$ cat src/rtl/tmr_port.sv
module tmr_port (
  input  logic        clk,
  input  logic        rst_n,
  input  logic [1:0]  addr,
  input  logic        wr,
  input  logic        rd,
  input  logic [7:0]  wdata,
  output logic [7:0]  rdata,
  input  logic [47:0] live_cnt,
  input  logic [2:0]  out_in,
  output logic [8:0]  mode_o,
  output logic [2:0]  bcd_o,
  output logic [2:0]  load_o,
  output logic [47:0] load_val
);
  logic       is_cmd, rb;
  logic [7:0] rbyte [0:3];

  assign is_cmd   = (addr == 2'd3);
  assign rb       = wr && is_cmd && (wdata[7:6] == 2'b11);
  assign rbyte[3] = 8'h00;

  for (genvar i = 0; i < 3; i++) begin : g_ch
    logic [1:0]  acc, cl;
    logic [2:0]  md;
    logic        bcd, nul, wr_hi, rd_hi, st_lat, ld;
    logic [15:0] cval, lv;
    logic [7:0]  wl, st;
    logic [15:0] live;
    logic        sel_w, sel_r, cw, cw_prog, lat_c, lat_s;
    logic [2:0]  md_in;

    assign live    = live_cnt[16*i +: 16];
    assign sel_w   = wr && (addr == 2'(i));
    assign sel_r   = rd && (addr == 2'(i));
    assign cw      = wr && is_cmd && (wdata[7:6] == 2'(i));
    assign cw_prog = cw && (wdata[5:4] != 2'b00);
    assign lat_c   = (cw && wdata[5:4] == 2'b00) || (rb && wdata[i+1] && !wdata[5]);
    assign lat_s   = rb && wdata[i+1] && !wdata[4];
    assign md_in   = (wdata[3:1] > 3'd5) ? wdata[3:1] - 3'd4 : wdata[3:1];

    assign rbyte[i] = st_lat         ? st :
                      (cl == 2'd1)   ? cval[7:0] :
                      (cl == 2'd2)   ? cval[15:8] :
                      (cl == 2'd3)   ? cval[7:0] :
                      (acc == 2'd2)  ? live[15:8] :
                      (acc == 2'd3 && rd_hi) ? live[15:8] : live[7:0];

    assign mode_o[3*i +: 3]    = md;
    assign bcd_o[i]            = bcd;
    assign load_o[i]           = ld;
    assign load_val[16*i +: 16] = lv;

    always_ff @(posedge clk) begin
      if (!rst_n) begin
        acc <= 2'd1; md <= 3'd0; bcd <= 1'b0; nul <= 1'b1;
        wr_hi <= 1'b0; rd_hi <= 1'b0; st_lat <= 1'b0; cl <= 2'd0;
        cval <= 16'h0; wl <= 8'h0; st <= 8'h0; ld <= 1'b0; lv <= 16'h0;
      end else begin
        ld <= 1'b0;
        if (sel_r) begin
          if (st_lat)             st_lat <= 1'b0;
          else if (cl != 2'd0)    cl <= (cl == 2'd3) ? 2'd2 : 2'd0;
          else if (acc == 2'd3)   rd_hi <= !rd_hi;
        end
        if (lat_c && cl == 2'd0) begin
          cl   <= acc;
          cval <= live;
        end
        if (lat_s && !st_lat) begin
          st_lat <= 1'b1;
          st     <= {out_in[i], nul, acc, md, bcd};
        end
        if (cw_prog) begin
          acc <= wdata[5:4]; md <= md_in; bcd <= wdata[0];
          nul <= 1'b1; wr_hi <= 1'b0; rd_hi <= 1'b0;
        end
        if (sel_w) begin
          case (acc)
            2'd1: begin ld <= 1'b1; lv <= {8'h00, wdata}; nul <= 1'b0; end
            2'd2: begin ld <= 1'b1; lv <= {wdata, 8'h00}; nul <= 1'b0; end
            default: begin
              if (!wr_hi) begin
                wl <= wdata; wr_hi <= 1'b1;
              end else begin
                ld <= 1'b1; lv <= {wdata, wl}; nul <= 1'b0; wr_hi <= 1'b0;
              end
            end
          endcase
        end
      end
    end
  end

  always_ff @(posedge clk) begin
    if (!rst_n)  rdata <= 8'h00;
    else if (rd) rdata <= rbyte[addr];
  end
endmodule

$ cat config.mk
export PLATFORM = sky130hd
export DESIGN_NAME = tmr_port
export DESIGN_NICKNAME = d
export VERILOG_FILES = /design/src/rtl/tmr_port.sv
export SDC_FILE = /design/constraint.sdc
export NUM_CORES = 1
export LEC_CHECK = 0
export ABC_AREA = 1
export BUFFER_PORTS_ARGS = -buffer_cell sky130_fd_sc_hd__buf_2
export CORE_MARGIN = 2
export CORE_UTILIZATION = 45
export CTS_CLUSTER_SIZE = 14
export DETAILED_ROUTE_END_ITERATION = 10
export PLACE_DENSITY = 0.66
export SYNTH_ARGS = -nofsm -noshare
export SYNTH_HDL_FRONTEND = slang
export SYNTH_SLANG_ARGS = --single-unit
$ cat constraint.sdc
create_clock -name clk -period 3 [get_ports clk]
set_input_delay 0.3 -clock clk [delete_from_list [all_inputs] [get_ports clk]]
set_output_delay 0.3 -clock clk [all_outputs]
set_load 0.005 [all_outputs]
* After elaboration in Yosys (flattened, before gate mapping)
Cells that the tools add are included.
** Operators by class
- Add/sub/neg operators :: 1
- Magnitude comparators :: 2
- Equal/unequal tests :: 27
- Multiplexer cells :: 79
- Bitwise logic cells :: 14
- Reductions and logical operators :: 89
** Operators with widths (number)
- $mux W8 :: 20
- $pmux W16 S2 :: 3
- $mux W16 :: 3
- $mux W1 :: 36
- $logic_and A1 B1 Y1 :: 35
- $eq A2 B2 Y1 const B :: 16
- $mux W2 :: 15
- $reduce_bool A2 Y1 :: 13
- $reduce_and A3 Y1 :: 6
- $bmux W8 S2 :: 1
- $eq A2 B1 Y1 const B :: 8
- $not A1 Y1 :: 13
- $logic_not A2 Y1 :: 6
- $reduce_and A2 Y1 :: 6
- $reduce_and A4 Y1 :: 3
- $reduce_or A2 Y1 :: 6
- $reduce_bool A3 Y1 :: 3
- $logic_not A1 Y1 :: 8
- $ne A2 B1 Y1 const B :: 3
- $ge A3 B3 Y1 const B :: 1
- $gt A3 B3 Y1 const B :: 1
- $logic_or A1 B1 Y1 :: 3
- $mux W3 :: 1
- $not A2 Y3 :: 1
- $sub A3 B3 Y3 const B :: 1
** Word-level totals
- Bits in registers :: 191
- Input port bits :: 65
- Output and inout port bits :: 71
- Logic and storage cells :: 252

* Longest topological paths before layout
Gate-level depths: netlist of run 1.
- Word-level depth :: 11
- Gate-level depth with buffers :: 12
- Depth with buffers taken out :: 12

* Worst setup path before layout of run 1
Ideal clock, no wire load.
- Path kind :: register to register
- Start :: register g_ch[2].acc[1]
- End :: register g_ch[2].lv[10]
- Setup time :: 87 ps
- Arrival time :: 1603 ps
- Data required time :: 2913 ps
- Setup slack :: 1310 ps
- Cell stages (with the launch flop) :: 8
- Path buffers :: 2
- Period minus slack after synthesis :: 1690 ps
- Cells stage by stage :: dfxtp_1 inv_1 ha_1 clkbuf_1 o31ai_4 clkbuf_1 nand3_1 o31ai_1
** Between the ends
- Word-level cells in the longest chain between the ends :: 3
- Elaborated cells between the ends (all ways) :: 5
- Classes of those cells :: eq/ne (2); mux (1); reduce/logical (2)
** Ends and longest elaborated chain
- start, declared :: RTL line 24 : logic [1:0] acc, cl;
- start signal, assigned :: RTL line 75 : acc <= wdata[5:4]; md <= md_in; bcd <= wdata[0];
- $eq A2 B2 Y1 or $eq A2 B1 Y1 (tied branches) :: RTL line 79 : case (acc)
- $reduce_bool A3 Y1 (no line)
- $reduce_and A2 Y1 (no line)
- end signal, assigned :: RTL line 80 : 2'd1: begin ld <= 1'b1; lv <= {8'h00, wdata}; nul <= 1'b0; end
- end signal, assigned :: RTL line 81 : 2'd2: begin ld <= 1'b1; lv <= {wdata, 8'h00}; nul <= 1'b0; end
- end signal, assigned :: RTL line 86 : ld <= 1'b1; lv <= {wdata, wl}; nul <= 1'b0; wr_hi <= 1'b0;
- end, declared :: RTL line 27 : logic [15:0] cval, lv;
Several ways; a longest one is shown, not always the timed one.
A chain may end at the register's enable or synchronous reset.

* Final worst setup path of run 1
- Start :: register g_ch[2].acc[0]
- End :: register g_ch[2].wl[7]
** Between the ends
- Word-level cells in the longest chain between the ends :: 4
- Elaborated cells between the ends (all ways) :: 5
- Classes of those cells :: eq/ne (2); bitwise (1); reduce/logical (2)
** Ends and longest elaborated chain
- $eq A2 B2 Y1 or $eq A2 B1 Y1 (tied branches) :: RTL line 79
- $reduce_or A2 Y1 (no line) *
- $not A1 Y1 (no line) *
- $reduce_and A3 Y1 (no line) *
- end signal, assigned :: RTL line 58 : cval <= 16'h0; wl <= 8'h0; st <= 8'h0; ld <= 1'b0; lv <= 16'h0;
- end signal, assigned :: RTL line 84 : wl <= wdata; wr_hi <= 1'b1;
- end, declared :: RTL line 28 : logic [7:0] wl, st;
Every way passes the cells marked *; elsewhere a longest branch is shown, timed or not.

==> reports/results.ini, run 1 <==
[finish]
final_cell_mix = nand2_1 (237), dfxtp_1 (191), a21oi_1 (151)
fillCellCount = 1984
final_nets = 1401
area_growth_pct = 14.1
stdcell_area_um2 = 10000
final_common_cell = nand2_1
num_antenna_cells = 0
drive_above_1_share = 0.146

[synthesis]
synth_seq_cells = 191
syn_area_um2 = 8790
ys_types = 35
ys_warn_count = 0
syn_nets = 1310
syn_area_per_cell_um2 = 7.11
syn_inst = 1236
ys_seq_area_frac = 0.435
ys.flop_type = dfxtp_1
async_flop_share = 0
synth_edf_count = 0

[global_route]
grt_overflow = 0
grt_max_degree = 49
antenna_found_initial = 0
grt_pass1_wl_um = 40700
first_global_vias = 7752
grt_usage = 0.252

[floorplan]
core_um2 = 19300
row_count = 51
start_util = 0.455
io_pins = 136
die_x_um = 144
die-area_um2 = 20700
die-height_um = 144

[status]
status = complete, no violations

[worst_setup_path]
critPathArrivalTime_ns = 2.78
crit_fanout = 14
timing.critical_path.to_type = flop
critical_path_required_ns = 3.36
critPathKind = reg2reg
worstSetupStartpointType = flop

[cts]
ctsLongestPathBuffers = 2
cts_buffers = 17
clk_latency_ns = 0.44
cts_num_sinks = 191
cts_resized = 0
postCtsHoldBufs = 0
cts-htree-levels = 4
clockRootBuffer = clkbuf_16
cts_tree = built
clkTransAtPathRegs_ns = 0.07
cts_setup_buffers = 0

[sta]
fin_setup_tns_ns = 0
drv_slew = 0
setup_viol = 0
timing.fmax_ghz = 0.413
tightest_slew_ns = 0.728
finalCriticalPeriod_ns = 2.42
rsz0062_at_grt = false
min_period_over_period = 0.807
finalClockSkew_ns = 0.00973
maxSlewHeadroom = 0.513
hold_viol = 0

[routing]
routed_wl_um = 25600
drc = 0
vias = 8627
wl_per_cell_um = 16.0
first_pass_iters = 5
drt.antenna.violating_nets = 0
routed_via_density = 5.38
drt_iter0_markers = 607

[placement]
place_area_um2 = 9490
port_buffers = 135
place_hpwl_um = 17900
gp_congestion = 0.863

[run]
max_cap_viol_count = 0

[worst_hold_path]
hold_path.class = in2reg

[power_and_ir_drop]
ir_drop_mv = 0.370
leakage_nw = 4.33
powerDensity_nw_per_um2 = 515

-- final timing paths --
check                 start          endpoint  slack (ns)  cells after the start
max          g_ch[2].acc[0]     g_ch[2].wl[7]        0.58                      8
min            live_cnt[27]  g_ch[1].cval[11]        0.12                      3
max reg2reg  g_ch[2].acc[0]     g_ch[2].wl[7]        0.58                      8
min reg2reg   g_ch[0].st[5]     g_ch[0].st[5]        0.44                      2
-- cell type report --
type | instances | area, µm² | area share
inverter | 128 | 480 | 0.0479
multi-input combinational | 842 | 4090 | 0.408
tap | 265 | 332 | 0.0331
timing repair buffer | 147 | 768 | 0.0766
sequential | 191 | 3820 | 0.381
clock inverter | 12 | 101 | 0.0101
clock buffer | 19 | 433 | 0.0432
-- per-layer routing --
metal  routed length, µm  track usage  up-vias
li1                    -            -     4313
met1               11600        0.350     3954
met2               11800        0.398      324
met3                1700       0.0373       36
met4                 610       0.0913        0
met5                   0            0        -
-- sequential cells by signal, summed over array words and instances (netlist names), 6 cells and up --
signal	cells
g_ch.st	24
rdata	8
g_ch.cval	48
g_ch.cl	6
g_ch.lv	48
g_ch.wl	24
g_ch.acc	6
g_ch.md	9
-- power by group --
part / switching, mW / internal (mW)
Sequential: 0.0290 / 2.58
Combinational: 0.284 / 0.140
Clock: 1.05 / 1.08
Total: 1.36 / 3.80
-- through the flow --
step / power, mW / hold slack, ns / std cells / setup slack, ns / util
floorplan: 2.92 / 0.420 / 1236 / 1.31 / -
global placement: 3.09 / 0.431 / 1573 / 0.636 / 0.491
detailed placement: 3.09 / 0.436 / 1573 / 0.659 / 0.491
CTS: 5.20 / 0.111 / 1604 / 0.648 / 0.519
global route: 5.35 / 0.119 / 1604 / 0.285 / 0.519
finish: 5.17 / 0.119 / 1604 / 0.580 / 0.519
-- cell usage after synthesis, types with 6 or more instances --
cell type / instances / area share
inv_1: 117 / 0.050
o31ai_1: 21 / 0.018
o21ai_0: 119 / 0.068
clkbuf_1: 38 / 0.016
a21oi_1: 151 / 0.086
buf_4: 13 / 0.011
nand3_1: 147 / 0.084
clkinv_1: 7 / 0.0030
buf_2: 15 / 0.0085
a211oi_1: 12 / 0.010
nor2_1: 81 / 0.035
nand4_1: 6 / 0.0043
dfxtp_1: 191 / 0.43
a31oi_1: 24 / 0.017
nand2_1: 237 / 0.10
ha_1: 9 / 0.013
-- worst max-delay path, stage by stage (launching register included) --
cell and delay (ns):
dfxtp_1 0.44, inv_1 0.07, ha_1 0.49, clkinv_1 0.36, nor2_1 0.22, nand2_1 0.12
inv_1 0.33, o21ai_0 0.15, a21oi_1 0.16
-- logic make-up (layout without fill, tap and decap cells) --
group / after synthesis / count (layout) / share of synthesized area
AO/OA/AOI/OAI: 342 / 342 / 0.213
XOR/XNOR: 1 / 1 / 0.000996
adder cells (fa/ha/maj): 9 / 9 / 0.0128
buffers and inverters: 203 / 306 / 0.0998
flip-flops: 191 / 191 / 0.435
AND/OR/NAND/NOR: 490 / 490 / 0.239
No activity file was read; power rests on OpenSTA's default activity.
==> run 2, diff against run 1 <==
==> constraint.sdc (replaced) <==
create_clock -name clk -period 2.4 [get_ports clk]
set_input_delay 0.24 -clock clk [delete_from_list [all_inputs] [get_ports clk]]
set_output_delay 0.24 -clock clk [all_outputs]
set_load 0.005 [all_outputs]
==> run 2 against run 1 <==
Against the previous run: combinational power increased by 28%; die area unchanged; design area grew 1.6%; highest routed layer unchanged; critical path type unchanged; global-route usage down 0.75 points; utilization rose by 0.82 points; critical path depth grew 2; worst hold slack got worse by 0.037 ns; largest cell class unchanged; fmax grew 13%; count of clock-buffer cells in the layout decreased by 1; clock skew rose by 0.0042 ns.
==> reports/results.ini, run 2 (synthesis gave the netlist of run 1 again) <==
[power_and_ir_drop]
swShare = 0.269
leakage_nw = 4.40
power_mw = 6.60
p_seq_frac = 0.494
clkPwrFrac = 0.424
powerDensity_nw_per_um2 = 648
power_switching_mw = 1.78
ir_drop_mv = 0.431
internal_power_mw = 4.83
pwr-share-comb = 0.082

[worst_setup_path]
regToRegSetupSlack_ns = 0.26
crit_buf_inv = 1
worstSetupStartpointType = flop
critPathArrivalTime_ns = 2.45
cp_cell_sequence = ha_1, clkinv_1, nand2_1, nand2_1, nand3_1, nand2_1, nand2_1, nand2_1, nor2_1, a21oi_1
timing.critical_path.to_type = flop
crit_path_frequent_cell = nand2_1
critPathKind = reg2reg
critical_path_required_ns = 2.71
slowest_stage = dfxtp_1
crit_fanout = 10
cp_top_family = simple AND/OR/NAND/NOR gates
critPathMaxStageDelay_ns = 0.46

[cts]
clockRootBuffer = clkbuf_16
cts_buffers = 17
cts_setup_buffers = 0
clkTransAtPathRegs_ns = 0.07
cts-htree-levels = 4
cts_resized = 0
clk_latency_ns = 0.44
cts_tree = built
ctsLongestPathBuffers = 2
postCtsHoldBufs = 0
cts_num_sinks = 191

[status]
status = complete, no violations

[placement]
gp_congestion = 0.866
port_buffers = 135
place_hpwl_um = 17600
dp_cells = 1586
post-place-ws_ns = 0.249

[finish]
drive_above_1_share = 0.157
instances_no_fill = 1619
fin_util = 0.527
area_growth_pct = 15.9
fillCellCount = 1926
final_cell_mix = nand2_1 (237), dfxtp_1 (191), a21oi_1 (151)
top_regs = g_ch.cval: 48 flops, g_ch.lv: 48 flops
final_nets = 1414
final_common_cell = nand2_1

[floorplan]
die-area_um2 = 20700
die_x_um = 144
row_count = 51
core_um2 = 19300
die-height_um = 144
io_pins = 136
start_util = 0.455

[global_route]
first_global_vias = 7557
grt_max_degree = 130
antenna_found_initial = 1
grt_usage = 0.244
grt_pass1_wl_um = 39600
grt_overflow = 0

[routing]
routed_via_density = 5.33
wl_per_cell_um = 15.7
routed_wl_um = 25400
drt_iter0_markers = 569
vias = 8629
drc = 0
drt.antenna.violating_nets = 0
first_pass_iters = 6

[sta]
setup_viol = 0
tightest_slew_ns = 0.593
rsz0062_at_grt = false
maxSlewHeadroom = 0.604
drv_slew = 0
min_period_over_period = 0.892
fin_setup_tns_ns = 0
layout_setup_ws_ns = 0.260
finalCriticalPeriod_ns = 2.14
finalClockSkew_ns = 0.0140
timing.fmax_ghz = 0.467
hold_viol = 0

[worst_hold_path]
hold_path.class = in2reg

[run]
max_cap_viol_count = 0

[run 2: worst paths after layout]
| kind | startpoint | depth (start not counted) | endpoint |
|---|---|---|---|
| max | g_ch[1].acc[1] | 10 | rdata[3] |
| min | live_cnt[30] | 3 | g_ch[1].cval[14] |
| max reg2reg | g_ch[1].acc[1] | 10 | rdata[3] |
| min reg2reg | g_ch[0].st[5] | 2 | g_ch[0].st[5] |
[run 2: worst register-to-register path: stages (launching register included)]
cell and delay (ns):
dfxtp_1 0.46, ha_1 0.26, clkinv_1 0.32, nand2_1 0.36, nand2_1 0.09, nand3_1 0.07, nand2_1 0.08, nand2_1 0.11
nand2_1 0.06, nor2_1 0.15, a21oi_1 0.08
[run 2: metal layers]
layer	part of all wire	global-route usage
met5	0	0
met2	0.45	0.382
met3	0.062	0.0440
met4	0.019	0.0748
met1	0.46	0.344
[run 2: final cells by class]
cell class              instances  area [µm²]  share of cell area
repair buffers                160         878              0.0862
flip-flops and latches        191        3820               0.375
multi-input cells             842        4090               0.401
inverters                     128         484              0.0475
clock inverters                14         138              0.0135
diodes                          1        2.50            0.000246
clock buffers                  18         439              0.0431
well taps                     265         332              0.0325
[run 2: through the flow]
step / hold slack (ns) / area [µm²]
6_report: 0.0817 / 10200
3_5_place_dp: 0.436 / 9600
3_3_place_gp: 0.430 / 9600
5_1_grt: 0.0790 / 10200
2_1_floorplan: 0.388 / 8790
4_1_cts: 0.0702 / 10200
[run 2: power groups by stage]
stage | combinational (mW) | clock, mW | sequential, mW
after floorplan | 0.318 | 0 | 3.33
after global placement | 0.533 | 0 | 3.33
after detailed placement | 0.534 | 0 | 3.33
after CTS | 0.538 | 2.84 | 3.26
after global routing | 0.601 | 2.98 | 3.27
final | 0.542 | 2.80 | 3.26
==> run 3, diff against run 2 <==
--- a/config.mk
+++ b/config.mk
@@ -7,11 +7,13 @@
 export LEC_CHECK = 0
 export ABC_AREA = 1
 export BUFFER_PORTS_ARGS = -buffer_cell sky130_fd_sc_hd__buf_2
+export CORE_ASPECT_RATIO = 0.9
 export CORE_MARGIN = 2
-export CORE_UTILIZATION = 45
+export CORE_UTILIZATION = 57
 export CTS_CLUSTER_SIZE = 14
 export DETAILED_ROUTE_END_ITERATION = 10
-export PLACE_DENSITY = 0.66
+export PLACE_DENSITY = 0.8
+export RECOVER_POWER = 50
 export SYNTH_ARGS = -nofsm -noshare
 export SYNTH_HDL_FRONTEND = slang
 export SYNTH_SLANG_ARGS = --single-unit
==> run 3 against run 2 <==
Against the previous run: routed wire length fell by 1.6%; critical path depth fell by 2; utilization rose by 13 points; cell count fell by 3.7%; clock skew fell by 0.0042 ns; die area fell by 20%; register-to-register slack barely moved; setup slack got worse by 0.021 ns; global-route usage rose by 6.1 points; combinational power barely moved; worst hold slack got worse by 0.0037 ns; clock power fell by 1%; critical path type is now in2reg.
==> reports/results.ini, run 3 (synthesis gave the netlist of run 1 again) <==
[status]
status = complete, no violations

[sta]
finalClockSkew_ns = 0.00978
tightest_slew_ns = 0.888
hold_viol = 0
layout_setup_ws_ns = 0.239
timing.fmax_ghz = 0.463
drv_slew = 0
finalCriticalPeriod_ns = 2.16
min_period_over_period = 0.900
setup_viol = 0
rsz0062_at_grt = false
hold_slack_ns = 0.0781
maxSlewHeadroom = 0.408
fin_setup_tns_ns = 0

[run]
max_cap_viol_count = 0

[worst_hold_path]
hold_path.class = in2reg

[finish]
fin_util = 0.659
instances_no_fill = 1559
final_nets = 1419
num_antenna_cells = 0
drive_above_1_share = 0.125
top_regs = g_ch.cval: 48 flops, g_ch.lv: 48 flops
final_common_cell = nand2_1
area_growth_pct = 14.1
stdcell_area_um2 = 10000
final_cell_mix = nand2_1 (237), dfxtp_1 (191), a21oi_1 (151)

[worst_setup_path]
worstSetupStartpointType = input pin
slowest_stage = clkbuf_1
critical_path_required_ns = 2.76
timing.critical_path.to_type = flop
critPathKind = in2reg
crit_fanout = 19
critPathMaxStageDelay_ns = 0.69
cp_cell_sequence = buf_2, inv_1, nor3_1, nand2_1, o21ai_2, clkbuf_1, nand3_1, a21oi_1
regToRegSetupSlack_ns = 0.25
critPathArrivalTime_ns = 2.52

[placement]
post-place-ws_ns = 0.382
dp_cells = 1528
place_area_um2 = 9550
gp_congestion = 0.876
port_buffers = 135
place_hpwl_um = 17400

[cts]
clkTransAtPathRegs_ns = 0.07
postCtsHoldBufs = 0
cts-htree-levels = 4
cts_buffers = 17
cts_resized = 0
cts_num_sinks = 191
cts_tree = built
clk_latency_ns = 0.43
cts_setup_buffers = 0
clockRootBuffer = clkbuf_16
ctsLongestPathBuffers = 2

[floorplan]
row_count = 43
die-area_um2 = 16400
die-height_um = 122
die_x_um = 135
core_um2 = 15200
start_util = 0.577
io_pins = 136

[power_and_ir_drop]
leakage_nw = 4.26
swShare = 0.250
pwr-share-comb = 0.082
ir_drop_mv = 0.533
internal_power_mw = 4.92
power_switching_mw = 1.64
p_seq_frac = 0.497
powerDensity_nw_per_um2 = 654
clkPwrFrac = 0.421
power_mw = 6.56

[global_route]
antenna_found_initial = 0
grt_max_degree = 41
first_global_vias = 7878
grt_pass1_wl_um = 39800
grt_usage = 0.305
grt_overflow = 0

[routing]
vias = 8888
routed_wl_um = 25000
drt_iter0_markers = 932
drc = 0
first_pass_iters = 6
drt.antenna.violating_nets = 0
routed_via_density = 5.70
wl_per_cell_um = 16.1

## run 3: cell types whose count changed in the layout (fill, tap and decap cells not counted), sizes merged
cell,previous run,this run
clkinv,9,11
clkbuf,18,63
clkinvlp,3,2
diode,1,0
buf,160,123
bufinv,0,1
inv,130,124
## run 3: final cells by class
| class | count | area (µm²) |
|---|---|---|
| Clock inverter | 10 | 103 |
| Inverter | 128 | 480 |
| Multi-Input combinational cell | 842 | 4070 |
| Sequential cell | 191 | 3820 |
| Timing Repair Buffer | 165 | 831 |
| Clock buffer | 21 | 470 |
| Tap cell | 202 | 253 |
| Fill cell | 1393 | 5190 |
## run 3: worst paths after layout
check / from / end / depth (start not counted)
worst max-delay path: wdata[7] / g_ch[2].cl[0] / 8
worst min-delay path: live_cnt[26] / g_ch[1].cval[10] / 3
worst min register to register: g_ch[0].st[5] / g_ch[0].st[5] / 2
worst max register to register: g_ch[0].acc[1] / g_ch[0].lv[7] / 7
## run 3: power by group through the flow
stage / combinational [mW] / clock (mW) / sequential (mW)
finish: 0.541 / 2.76 / 3.26
detailed placement: 0.536 / 0 / 3.33
global route: 0.594 / 2.93 / 3.27
global placement: 0.530 / 0 / 3.33
CTS: 0.541 / 2.78 / 3.26
floorplan: 0.318 / 0 / 3.33
## run 3: worst max-delay path, delay by kind of cell
kind	cells	cell delay (ns)
buf+inv	3	1.02
compound gates	2	0.31
simple gates	3	0.94
## run 3: metal layers
metal | share of wire | track usage | wire length, µm
met5 | 0 | 0 | 0
met4 | 0.017 | 0.0836 | 427
met3 | 0.092 | 0.0778 | 2310
met2 | 0.45 | 0.477 | 11300
met1 | 0.44 | 0.421 | 10900
